===== src/rtl/mac_irq_pkg.sv =====
// Package: shared constants and types for the MAC interrupt event controller.
// Holds the fixed source bit map and the masks that split error events from
// management events. The bit positions are the software-visible layout.
package mac_irq_pkg;

    localparam int NUM_SRC = 17;

    // Source bit positions (software-visible layout)
    localparam int BIT_ALIGN_ERR   = 0;
    localparam int BIT_CRC_ERR     = 1;
    localparam int BIT_LEN_ERR     = 2;
    localparam int BIT_FRAG        = 3;
    localparam int BIT_RUNT        = 4;
    localparam int BIT_OVERSIZE    = 5;
    localparam int BIT_JABBER      = 6;
    localparam int BIT_RX_ECC      = 7;
    localparam int BIT_RX_FIFO_OV  = 8;
    localparam int BIT_TX_ERR      = 9;
    localparam int BIT_TX_FIFO_OV  = 10;
    localparam int BIT_TX_FIFO_UN  = 11;
    localparam int BIT_TX_ECC      = 12;
    localparam int BIT_LOCAL_FLT   = 13;
    localparam int BIT_REMOTE_FLT  = 14;
    localparam int BIT_MGMT_DONE   = 15;
    localparam int BIT_MGMT_SCAN   = 16;

    // First bit of the management group; every bit below it is an error source
    localparam int MGMT_LO = BIT_MGMT_DONE;

    typedef logic [NUM_SRC-1:0] src_vec_t;

    localparam src_vec_t ERR_SEL  = src_vec_t'((32'd1 << MGMT_LO) - 32'd1);
    localparam src_vec_t MGMT_SEL = ~ERR_SEL;

endpackage


===== src/rtl/mac_irq_evt_reg.sv =====
// Module: sticky event register.
// Each bit sets on its source pulse and clears on a one in the clear vector.
// A set wins over a clear in the same cycle, so no event is ever lost.
// Assumes the clear vector is already qualified by write enable and address.
module mac_irq_evt_reg
    import mac_irq_pkg::*;
(
    input  logic     clk,
    input  logic     rst_n,
    input  src_vec_t set_i,
    input  src_vec_t clr_i,
    output src_vec_t evt_o
);

    src_vec_t evt_q;

    // Update the sticky bits: clear first, then merge the new pulses
    always_ff @(posedge clk) begin
        if (!rst_n) begin
            evt_q <= '0;
        end else begin
            evt_q <= (evt_q & ~clr_i) | set_i;
        end
    end

    assign evt_o = evt_q;

endmodule


===== src/rtl/mac_irq_mask_reg.sv =====
// Module: interrupt mask register.
// It loads all source bits on a qualified write and holds them otherwise.
// Assumes the data is already cut to the source width.
module mac_irq_mask_reg
    import mac_irq_pkg::*;
(
    input  logic     clk,
    input  logic     rst_n,
    input  logic     wr_i,
    input  src_vec_t data_i,
    output src_vec_t mask_o
);

    src_vec_t mask_q;

    // Load on write and hold otherwise
    always_ff @(posedge clk) begin
        if (!rst_n) begin
            mask_q <= '0;
        end else if (wr_i) begin
            mask_q <= data_i;
        end
    end

    assign mask_o = mask_q;

endmodule


===== src/rtl/mac_irq_combine.sv =====
// Module: interrupt combiner.
// It gates each event bit with its mask bit. It then reduces the error group
// and the management group to two level outputs. It is purely combinational,
// so an output follows its register inputs in the same cycle.
module mac_irq_combine
    import mac_irq_pkg::*;
(
    input  src_vec_t evt_i,
    input  src_vec_t mask_i,
    output logic     err_irq_o,
    output logic     mgmt_irq_o
);

    src_vec_t pend;

    // Gate each source with its own mask bit
    for (genvar i = 0; i < NUM_SRC; i++) begin : g_pend
        assign pend[i] = evt_i[i] & mask_i[i];
    end

    // Reduce each group to one level interrupt
    always_comb begin
        err_irq_o  = |(pend & ERR_SEL);
        mgmt_irq_o = |(pend & MGMT_SEL);
    end

endmodule


===== src/rtl/mac_irq_regif.sv =====
// Module: register access port.
// It decodes single-cycle writes into a write-one-to-clear vector for the
// events and a load strobe for the mask. Reads are registered and return one
// cycle after the strobe; unknown addresses read zero. Upper data bits above
// the source width are dropped on write and read back as zero.
module mac_irq_regif
    import mac_irq_pkg::*;
#(
    parameter int                REG_W     = 32,
    parameter int                ADDR_W    = 4,
    parameter logic [ADDR_W-1:0] MASK_ADDR = 'd0,
    parameter logic [ADDR_W-1:0] EVT_ADDR  = 'd1
) (
    input  logic              clk,
    input  logic              rst_n,
    input  logic              wr_en_i,
    input  logic              rd_en_i,
    input  logic [ADDR_W-1:0] addr_i,
    input  logic [REG_W-1:0]  wr_data_i,
    input  src_vec_t          evt_i,
    input  src_vec_t          mask_i,
    output src_vec_t          evt_clr_o,
    output logic              mask_wr_o,
    output src_vec_t          mask_data_o,
    output logic [REG_W-1:0]  rd_data_o
);

    localparam int PAD_W = REG_W - NUM_SRC;

    logic             hit_mask;
    logic             hit_evt;
    logic [REG_W-1:0] rd_mux;
    logic [REG_W-1:0] rd_q;

    // Decode the address and form the write-side controls
    always_comb begin
        hit_mask    = (addr_i == MASK_ADDR);
        hit_evt     = (addr_i == EVT_ADDR);
        mask_wr_o   = wr_en_i && hit_mask;
        mask_data_o = wr_data_i[NUM_SRC-1:0];
        evt_clr_o   = (wr_en_i && hit_evt) ? wr_data_i[NUM_SRC-1:0] : '0;
    end

    // Select the read source and zero-fill the unused upper bits
    always_comb begin
        if (hit_mask) begin
            rd_mux = {{PAD_W{1'b0}}, mask_i};
        end else if (hit_evt) begin
            rd_mux = {{PAD_W{1'b0}}, evt_i};
        end else begin
            rd_mux = '0;
        end
    end

    // Capture read data on the strobe and hold it between reads
    always_ff @(posedge clk) begin
        if (!rst_n) begin
            rd_q <= '0;
        end else if (rd_en_i) begin
            rd_q <= rd_mux;
        end
    end

    assign rd_data_o = rd_q;

endmodule


===== src/rtl/mac_irq_ctrl.sv =====
// Module: Ethernet MAC interrupt event controller (top).
// It latches seventeen source pulses into sticky write-one-to-clear event
// bits. A software mask gates them, and two level interrupts come out: one
// for error sources 0..14 and one for management sources 15..16.
// Assumes each source pulse lasts one cycle and that register accesses are
// single-cycle strobes. Reset is synchronous and active low.
module mac_irq_ctrl
    import mac_irq_pkg::*;
#(
    parameter int                REG_W     = 32,
    parameter int                ADDR_W    = 4,
    parameter logic [ADDR_W-1:0] MASK_ADDR = 'd0,
    parameter logic [ADDR_W-1:0] EVT_ADDR  = 'd1
) (
    input  logic              clk,
    input  logic              rst_n,
    input  logic [16:0]       evt_pulse,
    input  logic              reg_wr_en,
    input  logic              reg_rd_en,
    input  logic [ADDR_W-1:0] reg_addr,
    input  logic [REG_W-1:0]  reg_wr_data,
    output logic [REG_W-1:0]  reg_rd_data,
    output logic              err_irq,
    output logic              mdio_irq
);

    src_vec_t evt_q;
    src_vec_t mask_q;
    src_vec_t evt_clr;
    src_vec_t mask_data;
    logic     mask_wr;

    mac_irq_regif #(
        .REG_W    (REG_W),
        .ADDR_W   (ADDR_W),
        .MASK_ADDR(MASK_ADDR),
        .EVT_ADDR (EVT_ADDR)
    ) u_regif (
        .clk        (clk),
        .rst_n      (rst_n),
        .wr_en_i    (reg_wr_en),
        .rd_en_i    (reg_rd_en),
        .addr_i     (reg_addr),
        .wr_data_i  (reg_wr_data),
        .evt_i      (evt_q),
        .mask_i     (mask_q),
        .evt_clr_o  (evt_clr),
        .mask_wr_o  (mask_wr),
        .mask_data_o(mask_data),
        .rd_data_o  (reg_rd_data)
    );

    mac_irq_evt_reg u_evt (
        .clk  (clk),
        .rst_n(rst_n),
        .set_i(evt_pulse),
        .clr_i(evt_clr),
        .evt_o(evt_q)
    );

    mac_irq_mask_reg u_mask (
        .clk   (clk),
        .rst_n (rst_n),
        .wr_i  (mask_wr),
        .data_i(mask_data),
        .mask_o(mask_q)
    );

    mac_irq_combine u_comb (
        .evt_i     (evt_q),
        .mask_i    (mask_q),
        .err_irq_o (err_irq),
        .mgmt_irq_o(mdio_irq)
    );

endmodule


===== config.mk =====
export PLATFORM = sky130hd
export DESIGN_NAME = mac_irq_ctrl
export DESIGN_NICKNAME = d
export VERILOG_FILES = /design/src/rtl/mac_irq_pkg.sv /design/src/rtl/mac_irq_evt_reg.sv /design/src/rtl/mac_irq_mask_reg.sv /design/src/rtl/mac_irq_combine.sv /design/src/rtl/mac_irq_regif.sv /design/src/rtl/mac_irq_ctrl.sv
export SDC_FILE = /design/constraint.sdc
export NUM_CORES = 1
export LEC_CHECK = 0
export ABC_AREA = 0
export BUFFER_PORTS_ARGS = -buffer_cell sky130_fd_sc_hd__buf_2
export CAP_MARGIN = 40
export CORE_MARGIN = 2
export CORE_UTILIZATION = 40
export CTS_CLUSTER_DIAMETER = 60
export DETAILED_ROUTE_END_ITERATION = 12
export PLACE_DENSITY = 0.76
export SLEW_MARGIN = 25
export SYNTH_ARGS = -nofsm -noshare
export SYNTH_HDL_FRONTEND = slang
export SYNTH_SLANG_ARGS = --single-unit

===== constraint.sdc =====
create_clock -name clk -period 3.6 [get_ports clk]
set_input_delay 0.18 -clock clk [delete_from_list [all_inputs] [get_ports clk]]
set_output_delay 0.18 -clock clk [all_outputs]
set_load 0.02 [all_outputs]

==> results of run 1 <==
-- power by group through the flow --
stage	clock (uW)	combinational (uW)	sequential, uW
floorplan	0	74.1	605
global placement	0	100	607
detailed placement	0	104	608
CTS	337	105	595
global route	361	117	598
finish	330	104	595
-- cell usage after synthesis, types with 2 or more instances --
master	instances
dfxtp_1	51
nand2_1	34
a221o_1	17
a41oi_1	17
and2_1	17
inv_1	17
mux2i_1	17
o21ai_0	17
buf_4	15
clkbuf_1	8
buf_6	5
a22oi_1	4
a22o_1	2
nor3b_4	2
-- cell families (layout without fill, tap and decap cells) --
| kind of cell | count (synthesis) | in the layout |
|---|---|---|
| compound gates | 59 | 59 |
| buf+inv | 47 | 88 |
| flops | 51 | 51 |
| mux | 17 | 17 |
| other cells | 1 | 15 |
| simple gates | 60 | 60 |
-- stage by stage --
step | hold WS (ns) | setup WS [ns] | total power (uW) | instances
global route | 0.0906 | 1.77 | 1080 | 362
CTS | 0.0878 | 1.90 | 1040 | 362
floorplan | 0.301 | 2.32 | 679 | 249
global placement | 0.402 | 1.63 | 708 | 355
finish | 0.0885 | 1.92 | 1030 | 362
detailed placement | 0.407 | 1.60 | 712 | 355
-- state kept, by name, summed over array words and instances (netlist names) --
register,cells
u_mask.mask_o,17
u_evt.evt_o,17
u_regif.rd_data_o,17
-- routing by layer --
layer,vias up,global-route usage,part of all wire
met5,-,0,0
met1,918,0.238,0.46
met2,68,0.277,0.47
met4,0,0.0483,0.0060
li1,918,-,-
met3,5,0.0373,0.070
-- final cells by class --
type / count / area [sq um] / area share
Clock buffer: 6 / 82.6 / 0.0314
Clock inverter: 1 / 5.00 / 0.00190
Inverter: 17 / 63.8 / 0.0243
Multi-Input combinational cell: 151 / 1030 / 0.394
Sequential cell: 51 / 1020 / 0.389
Tap cell: 72 / 90.1 / 0.0343
Timing Repair Buffer: 64 / 330 / 0.126
-- worst min path at each step --
| stage | to | cells after the start | startpoint |
|---|---|---|---|
| floorplan | u_evt.evt_o[0]$_SDFF_PN0_ | 1 | reg_wr_data[0] |
| global placement | u_evt.evt_o[0]$_SDFF_PN0_ | 2 | reg_wr_data[0] |
| detailed placement | u_evt.evt_o[16]$_SDFF_PN0_ | 2 | reg_wr_data[16] |
| CTS | u_evt.evt_o[10]$_SDFF_PN0_ | 2 | reg_wr_data[10] |
| global route | u_evt.evt_o[16]$_SDFF_PN0_ | 2 | reg_wr_data[16] |
| finish | u_evt.evt_o[10]$_SDFF_PN0_ | 2 | reg_wr_data[10] |
-- placed cells by master, fill, tap and decap left out, drive strengths merged --
| master | instances |
|---|---|
| buf | 64 |
| dfxtp | 51 |
| nand2 | 34 |
| and2 | 18 |
| mux2i | 17 |
| a221o | 17 |
| inv | 17 |
| o21ai | 17 |
| a41oi | 17 |
| conb | 15 |
| clkbuf | 6 |
| a22oi | 4 |
| nor3b | 3 |
| a22o | 2 |
| a221oi | 1 |
| a222oi | 1 |
| and3 | 1 |
| nand4 | 1 |
| and4bb | 1 |
| nor2b | 1 |
| and2b | 1 |
| clkinv | 1 |
==> results.tsv, run 1 <==
stage	metric	value	unit
critical_path	Worst EP required	3.84	ns
power	leakage	0.00118	uW
logic_synthesis	post-synth top area cell	dfxtp_1	
global_route	first-pass GRT wire length	8670	um
clock_network	CTS sink cnt	51	
logic_synthesis	post-synthesis mux area share	0.0745	
clock_network	root buf cell	clkbuf_8	
clock_network	post-CTS sizing	0	
routing	DR pass1 iterations	4	
logic_synthesis	Post-synth ARST share	0	
clock_network	number of buffers created by CTS	5	
sta	FMAX	0.594	GHz
critical_path	CP Class	in -> reg	
sta	Final Hold Fails	0	
sta	min cycle time layout	1.68	ns
critical_path	Critical Path End	u_regif.rd_data_o[0]$_SDFFE_PN0P_	
routing	WL per Instance	14.7	um
job	Max-cap violations	0	
global_route	GRT Util Overall	0.174	
critical_path	crit path DAT	1.92	ns
logic_synthesis	sequential fraction of the synthesis area	0.447	
critical_path	Register-to-Register Setup Slack	2.75	ns
logic_synthesis	Yosys cell types	26	
power	sequential fraction of design power	0.578	
routing	Via density	5.27	
sta	Slew Limit Headroom	0.461	
critical_path	CP Max Fanout	53	
critical_path	crit path launch	rst_n	
sta	Max Clock Skew	0.00840	ns
floorplan	row cnt	27	
sta	RSZ-0062 raised after global routing	no	
logic_synthesis	simple-gate portion of the synthesized area	0.145	
routing	via count	1909	
power	sw power	256	uW
logic_synthesis	Syn Std Cell Area	0.00228	sq mm
logic_synthesis	Yosys top cell area share	0.447	
clock_network	setup repair bufs after CTS	0	
logic_synthesis	post-synthesis instance total	235	
logic_synthesis	complex-gate fraction of the synthesized area	0.206	
power	Sw Share	0.249	
cells_and_area	area delta synth->final	15.0	%
sta	final setup TNS	0	ns
power	Clock power frac	0.321	
clock_network	Clock transition at path regs	0.09	ns
floorplan	Die H	79.6	um
routing	drt initial violations	158	
critical_path	critical path depth in cells	5	
routing	DRC viols	0	
floorplan	starting density of the core	0.415	
routing	Routed WL	5320	um
cells_and_area	layout cells sized above 1	0.259	
clock_network	clk buf depth	2	
critical_path	Worst path max stage delay	0.69	ns
floorplan	Ports	91	
clock_network	CTS tree	done	
critical_path	critical-path cell list	buf_2 > buf_4 > and4bb_1 > nor3b_4 > a221o_1	
critical_path	crit path buf inv count	2	
placed_design	# port buffers	60	
floorplan	Core Area	0.00551	sq mm
power	Comb pwr share	0.101	
placed_design	Placer Congestion	0.767	
critical_path	RR Startpoint	u_regif.rd_data_o[0]$_SDFFE_PN0P_	
logic_synthesis	Yosys reg bits	51	
global_route	grt ovf	0	
critical_path	R2R Path End	u_regif.rd_data_o[0]$_SDFFE_PN0P_	
floorplan	DIE AREA	0.00633	sq mm
cells_and_area	nets@finish	347	
critical_path	crit start category	input pin	
power	Power Density	391	mW/mm^2
status	status	finished, final reports clean	
global_route	pin count of the biggest net entering global routing	54	
placed_design	post-DP HPWL	3630	um
critical_path	Critical Path End Type	register	
logic_synthesis	Top FF cell, synth	dfxtp_1	
cells_and_area	Core Util, Final	0.477	
logic_synthesis	Synth Area in Adders	0	
logic_synthesis	synth warn	0	
global_route	vias in the first global route	1857	
clock_network	clock latency on the worst-skew pair	0.30	ns
hold_path	Hold WC Path Type	in -> reg	
critical_path	Worst Reg-to-Reg Cells	2	
logic_synthesis	top cells by area, synth	dfxtp_1 45%, a221o_1 7.4%, mux2i_1 7.4%	
clock_network	H-Tree Depth	2	
placed_design	Cell Area, Placed	0.00254	sq mm
logic_synthesis	synthesized area per cell	9.72	sq um
global_route	initial antenna violation count	0	
sta	Final Max Tran Viols	0	
critical_path	Critical-path top delay cell	nor3b_4	
cells_and_area	Final Cell Area	0.00263	sq mm
power	Max VDD drop	0.000308	V
routing	antenna-violating nets left	0	
critical_path	delay-heaviest family, CP	simple AND/OR/NAND/NOR gates	
logic_synthesis	Synth Area in XOR/XNOR	0	
power	P_int	772	uW
sta	worst-margin pin slew	0.807	ns
sta	Final Cycle Share	0.468	
floorplan	chip width	79.6	um
cells_and_area	number of diodes	0	
cells_and_area	Fillers	524	
logic_synthesis	main combinational cell family by area after synthesis	compound AO/OA/AOI/OAI gates	
logic_synthesis	number of synthesized flops with an enable pin	0	
sta	Final setup viols	0	
clock_network	hold-fix buffers at CTS	0	
Power figures use the tool's default switching activity.
==> inputs of run 2 (changes only) <==
--- a/config.mk
+++ b/config.mk
@@ -12,7 +12,7 @@
 export CORE_UTILIZATION = 40
 export CTS_CLUSTER_DIAMETER = 60
 export DETAILED_ROUTE_END_ITERATION = 12
-export PLACE_DENSITY = 0.76
+export PLACE_DENSITY = 0.79
 export SLEW_MARGIN = 25
 export SYNTH_ARGS = -nofsm -noshare
 export SYNTH_HDL_FRONTEND = slang
==> constraint.sdc (replaced) <==
create_clock -name clk -period 1.5 [get_ports clk]
set_input_delay 0.075 -clock clk [delete_from_list [all_inputs] [get_ports clk]]
set_output_delay 0.075 -clock clk [all_outputs]
set_load 0.02 [all_outputs]
==> results.tsv, run 2 (same netlist as run 1, synthesis figures left out) <==
stage	metric	value	unit	change
critical_path	delay-heaviest family, CP	simple AND/OR/NAND/NOR gates		unchanged
placed_design	worst slack, placed	-0.00370	ns	was 1.60 ns
cells_and_area	final cell count without fillers	381		was 362
placed_design	Cell Area, Placed	0.00255	sq mm	was 0.00254 sq mm
status	violated checks	setup timing		
floorplan	chip width	79.6	um	unchanged
critical_path	Critical Path End Type	primary output		was register
cells_and_area	area delta synth->final	25.0	%	was 15.0%
floorplan	Ports	91		unchanged
clock_network	number of buffers created by CTS	5		unchanged
sta	final setup TNS	-0.0521	ns	was 0 ns
sta	FMAX	0.644	GHz	
sta	Final setup viols	1		was 0
critical_path	crit start category	register		was input pin
hold_path	Worst Hold Path EP	u_evt.evt_o[16]$_SDFF_PN0_		was u_evt.evt_o[10]$_SDFF_PN0_
power	leakage	0.00128	uW	was 0.00118 uW
critical_path	crit path buf inv count	1		was 2
critical_path	Worst EP required	1.42	ns	was 3.84 ns
routing	Routed WL	5510	um	was 5320 um
clock_network	CTS tree	done		unchanged
global_route	grt ovf	0		unchanged
hold_path	Min-Delay Path Depth	3		was 2
sta	min cycle time layout	1.55	ns	
clock_network	clk buf depth	2		unchanged
floorplan	Die H	79.6	um	unchanged
routing	drt initial violations	112		was 158
power	Max VDD drop	0.000369	V	was 0.000308 V
sta	RSZ-0062 raised after global routing	yes		was no
clock_network	clock latency on the worst-skew pair	0.30	ns	about the same
cells_and_area	commonest non-fill, non-tap cell in the layout	buf_2		unchanged
cells_and_area	number of diodes	0		unchanged
clock_network	H-Tree Depth	2		unchanged
global_route	initial antenna violation count	0		unchanged
sta	Max Clock Skew	0.00560	ns	was 0.00840 ns
sta	Slew Limit Headroom	0.470		was 0.461
critical_path	Worst Reg-to-Reg Cells	2		unchanged
floorplan	DIE AREA	0.00633	sq mm	unchanged
clock_network	Clock transition at path regs	0.09	ns	about the same
routing	DR pass1 iterations	4		unchanged
floorplan	Core Area	0.00551	sq mm	unchanged
routing	via count	1945		was 1,909
hold_path	Hold Startpoint	evt_pulse[16]		was reg_wr_data[10]
cells_and_area	Fillers	494		was 524
global_route	first-pass GRT wire length	8770	um	was 8670 um
job	Max-cap violations	0		unchanged
critical_path	CP Max Fanout	3		was 53
sta	Final Max Tran Viols	0		unchanged
routing	WL per Instance	14.5	um	was 14.7 um
global_route	GRT Util Overall	0.178		was 0.174
critical_path	critical-path cell list	a222oi_1 > and3_1 > nand4_1 > buf_6		was buf_2 > buf_4 > and4bb_1 > nor3b_4 > a221o_1
critical_path	crit path DAT	1.48	ns	was 1.92 ns
placed_design	# port buffers	60		unchanged
routing	Via density	5.10		was 5.27
global_route	vias in the first global route	1856		was 1,857
cells_and_area	Final Cell Area	0.00286	sq mm	was 0.00263 sq mm
routing	antenna-violating nets left	0		unchanged
power	Power Density	946	mW/mm^2	was 391 mW/mm^2
floorplan	starting density of the core	0.415		unchanged
sta	Final Hold Fails	0		unchanged
placed_design	dpl cells	355		unchanged
clock_network	root buf cell	clkbuf_8		unchanged
clock_network	CTS sink cnt	51		unchanged
hold_path	Hold WC Path Type	in -> reg		unchanged
cells_and_area	nets@finish	365		was 347
placed_design	Placer Congestion	0.777		was 0.767
status	status	finished with violations		was finished, final reports clean
critical_path	RR Startpoint	u_mask.mask_o[11]$_SDFFE_PN0P_		was u_regif.rd_data_o[0]$_SDFFE_PN0P_
routing	DRC viols	0		unchanged
critical_path	Critical-path top delay cell	dfxtp_2		was nor3b_4
sta	Final Cycle Share	1.03		
cells_and_area	Multi-input gate area	0.00103	sq mm	unchanged
critical_path	Worst path max stage delay	0.34	ns	was 0.69 ns
placed_design	post-DP HPWL	3620	um	was 3630 um
cells_and_area	layout cells sized above 1	0.256		was 0.259
cells_and_area	sequential cell area	0.00102	sq mm	about the same
critical_path	Register-to-Register Setup Slack	0.64	ns	was 2.75 ns
critical_path	CP Class	reg -> out		was in -> reg
floorplan	row cnt	27		unchanged
cells_and_area	commonest non-fill, non-tap cells in the layout	59 x buf_2, 49 x dfxtp_1, 34 x nand2_1		was 60 x buf_2, 51 x dfxtp_1, 34 x nand2_1
power	total power	2700	uW	was 1030 uW
sta	worst-margin pin slew	0.794	ns	was 0.807 ns
sta	PnR worst setup slack	-0.0521	ns	was 1.92 ns
critical_path	R2R Path End	u_regif.rd_data_o[11]$_SDFFE_PN0P_		was u_regif.rd_data_o[0]$_SDFFE_PN0P_
global_route	pin count of the biggest net entering global routing	52		was 54
[run 2: per-stage QoR]
step | utilization | hold WS (ns)
finish | 0.519 | 0.0472
global route | 0.519 | 0.0373
CTS | 0.516 | 0.000511
detailed placement | 0.464 | 0.302
global placement | 0.464 | 0.297
floorplan | - | 0.196
[run 2: worst max path at each step]
stage / start / endpoint / slack, ns / cells past startpoint
2_1_floorplan: rst_n / u_regif.rd_data_o[12]$_SDFFE_PN0P_ / 0.32 / 6
3_3_place_gp: reg_addr[2] / u_regif.rd_data_o[3]$_SDFFE_PN0P_ / 0.009 / 4
3_5_place_dp: reg_addr[2] / u_regif.rd_data_o[14]$_SDFFE_PN0P_ / -0.004 / 4
5_1_grt: u_evt.evt_o[11]$_SDFF_PN0_ / err_irq / -0.12 / 4
4_1_cts: u_mask.mask_o[11]$_SDFFE_PN0P_ / err_irq / -0.05 / 4
6_report: u_evt.evt_o[11]$_SDFF_PN0_ / err_irq / -0.05 / 4
[run 2: timing repair]
action                                  4_1_cts  5_1_grt
hold buffers                                 16        1
pin swaps                                     2        2
setup buffers                                 1        0
endpoints found under the setup margin        1        1
resized for setup                             2        2
hold endpoints to repair                     16        1
[run 2: final cells by class]
type / count / area share
multi-input combinational: 151 / 0.362
clock inverter: 2 / 0.0123
clock buffer: 6 / 0.0289
sequential: 51 / 0.358
inverter: 17 / 0.0223
tap: 72 / 0.0315
timing repair buffer: 82 / 0.184
[run 2: power by group]
part,switching [uW],total (uW),internal (uW),leakage [uW]
combinational,161,287,126,0.000799
sequential,33.5,1430,1400,0.000418
clock,446,986,540,0.0000612
total,640,2700,2060,0.00128
[run 2: per-layer routing]
layer	up-vias	wire length (um)	global-route usage
li1	957	-	-
met1	928	2520	0.228
met2	56	2620	0.297
met3	4	325	0.0441
met4	0	46	0.0534
met5	-	0	0
[run 2: tightest hold or removal path, delay by kind of cell]
| family | cells | cell delay [ns] |
|---|---|---|
| AO/OA/AOI/OAI | 1 | 0.09 |
| buffers and inverters | 2 | 0.14 |
==> inputs of run 3 (changes only) <==
--- a/config.mk
+++ b/config.mk
@@ -8,11 +8,10 @@
 export ABC_AREA = 0
 export BUFFER_PORTS_ARGS = -buffer_cell sky130_fd_sc_hd__buf_2
 export CAP_MARGIN = 40
-export CORE_MARGIN = 2
-export CORE_UTILIZATION = 40
+export CORE_UTILIZATION = 35
 export CTS_CLUSTER_DIAMETER = 60
 export DETAILED_ROUTE_END_ITERATION = 12
-export PLACE_DENSITY = 0.79
+export PLACE_DENSITY = 0.71
 export SLEW_MARGIN = 25
 export SYNTH_ARGS = -nofsm -noshare
 export SYNTH_HDL_FRONTEND = slang
==> results.tsv, run 3 (same netlist as run 1, synthesis figures left out) <==
stage	metric	value	unit	change
power	total power	2820	uW	was 2700 uW
status	violated checks	setup timing		unchanged
sta	Hold WS	0.0105	ns	was 0.0472 ns
global_route	GRT Util Overall	0.164		was 0.178
clock_network	number of buffers created by CTS	5		unchanged
cells_and_area	final cell count without fillers	384		was 381
clock_network	post-CTS sizing	0		was 2
sta	min cycle time layout	1.53	ns	was 1.55 ns
floorplan	Ports	91		unchanged
critical_path	crit path DAT	1.45	ns	was 1.48 ns
critical_path	Worst EP required	1.42	ns	about the same
sta	RSZ-0062 raised after global routing	yes		unchanged
global_route	vias in the first global route	1826		was 1,856
placed_design	dpl cells	360		was 355
clock_network	H-Tree Depth	2		unchanged
routing	antenna-violating nets left	0		unchanged
critical_path	CP Class	reg -> out		unchanged
floorplan	Die H	82.8	um	was 79.6 um
cells_and_area	commonest non-fill, non-tap cell in the layout	buf_2		unchanged
critical_path	Critical-path top delay cell	dfxtp_1		was dfxtp_2
power	Max VDD drop	0.000600	V	was 0.000369 V
job	Max-cap violations	0		unchanged
placed_design	worst slack, placed	-0.0157	ns	was -0.00370 ns
placed_design	Placer Congestion	0.753		was 0.777
routing	drt initial violations	180		was 112
sta	Final Hold Fails	0		unchanged
critical_path	crit start category	register		unchanged
clock_network	clk buf depth	2		unchanged
routing	DR pass1 iterations	4		unchanged
cells_and_area	layout cells sized above 1	0.244		was 0.256
power	leakage	0.00127	uW	was 0.00128 uW
critical_path	CP Max Fanout	3		unchanged
clock_network	setup repair bufs after CTS	0		was 1
cells_and_area	nets@finish	363		was 365
cells_and_area	Fillers	621		was 494
clock_network	Clock transition at path regs	0.09	ns	about the same
status	status	finished with violations		unchanged
cells_and_area	Core Util, Final	0.452		was 0.519
global_route	first-pass GRT wire length	8460	um	was 8770 um
sta	PnR worst setup slack	-0.0281	ns	was -0.0521 ns
floorplan	starting density of the core	0.362		was 0.415
cells_and_area	commonest non-fill, non-tap cells in the layout	60 x buf_2, 51 x dfxtp_1, 34 x nand2_1		was 59 x buf_2, 49 x dfxtp_1, 34 x nand2_1
floorplan	DIE AREA	0.00686	sq mm	was 0.00633 sq mm
cells_and_area	Multi-input gate area	0.00103	sq mm	unchanged
clock_network	root buf cell	clkbuf_8		unchanged
placed_design	post-DP HPWL	3630	um	was 3620 um
sta	Final Cycle Share	1.02		was 1.03
clock_network	clock latency on the worst-skew pair	0.30	ns	about the same
critical_path	Worst path max stage delay	0.33	ns	was 0.34 ns
sta	Slew Limit Headroom	0.492		was 0.470
critical_path	critical-path cell list	a222oi_1 > and3_1 > nand4_1 > buf_2		was a222oi_1 > and3_1 > nand4_1 > buf_6
routing	Routed WL	5370	um	was 5510 um
power	Power Density	990	mW/mm^2	was 946 mW/mm^2
clock_network	CTS sink cnt	51		unchanged
global_route	initial antenna violation count	0		unchanged
placed_design	# port buffers	60		unchanged
floorplan	Core Area	0.00631	sq mm	was 0.00551 sq mm
sta	Max Clock Skew	0.00352	ns	was 0.00560 ns
routing	Via density	5.05		was 5.10
sta	worst-margin pin slew	0.762	ns	was 0.794 ns
routing	WL per Instance	14.0	um	was 14.5 um
sta	Final setup viols	1		unchanged
floorplan	chip width	82.8	um	was 79.6 um
critical_path	Critical Path End Type	primary output		unchanged
sta	Final Max Tran Viols	0		unchanged
global_route	grt ovf	0		unchanged
routing	DRC viols	0		unchanged
cells_and_area	sequential cell area	0.00102	sq mm	about the same
cells_and_area	number of diodes	0		unchanged
floorplan	row cnt	29		was 27
global_route	pin count of the biggest net entering global routing	52		unchanged
sta	FMAX	0.654	GHz	was 0.644 GHz
routing	via count	1939		was 1,945
hold_path	Hold WC Path Type	in -> reg		unchanged
cells_and_area	area delta synth->final	24.8	%	was 25.0%
clock_network	CTS tree	done		unchanged
## run 3: cell types whose count changed in the layout (fill, tap and decap cells not counted), sizes merged
cell / delta
buf: -1
bufinv: +1
clkinv: -1
dlygate4sd3: -1
## run 3: cell type report
class                   instances  share of cell area
clock inverters                 2              0.0211
repair buffers                 80               0.176
flip-flops and latches         51               0.358
multi-input cells             151               0.363
clock buffers                   6              0.0254
well taps                      77              0.0338
inverters                      17              0.0224
## run 3: layer usage
metal / vias to the layer above / wire (um) / GRT usage
met2: 61 / 2470 / 0.267
met4: 0 / 52 / 0.0362
met5: - / 0 / 0
li1: 953 / - / -
met1: 920 / 2520 / 0.217
met3: 5 / 327 / 0.0404
## run 3: through the flow
stage | instance area [sq um] | TNS [ns]
6_report | 2850 | -0.0281
4_1_cts | 2850 | -0.0429
3_3_place_gp | 2560 | 0
2_1_floorplan | 2340 | 0
5_1_grt | 2850 | -0.151
3_5_place_dp | 2560 | -0.0617
## run 3: where the power goes
part           switching [uW]  internal (uW)
clock                     448            667
combinational             159            122
sequential               32.7           1400
## run 3: path summary, 6_finish.rpt
| kind | start | endpoint | slack, ns | depth (start not counted) |
|---|---|---|---|---|
| max | u_evt.evt_o[11]$_SDFF_PN0_ | err_irq | -0.03 | 4 |
| min | reg_wr_data[11] | u_evt.evt_o[11]$_SDFF_PN0_ | 0.01 | 2 |
| max reg2reg | u_regif.rd_data_o[3]$_SDFFE_PN0P_ | u_regif.rd_data_o[3]$_SDFFE_PN0P_ | 0.66 | 2 |
| min reg2reg | u_mask.mask_o[4]$_SDFFE_PN0P_ | u_mask.mask_o[4]$_SDFFE_PN0P_ | 0.48 | 2 |
## run 3: timing repair
item | 4_1_cts | 5_1_grt
setup endpoints to repair | 1 | 1
hold endpoints to repair | 16 | 0
hold buffers | 16 | 0
## run 3: worst max-delay path, delay by kind of cell (launching register included)
family	cells	cell delay [ns]
AND/OR/NAND/NOR	2	0.34
flip-flops	1	0.33
buffers and inverters	1	0.18
AO/OA/AOI/OAI	1	0.31
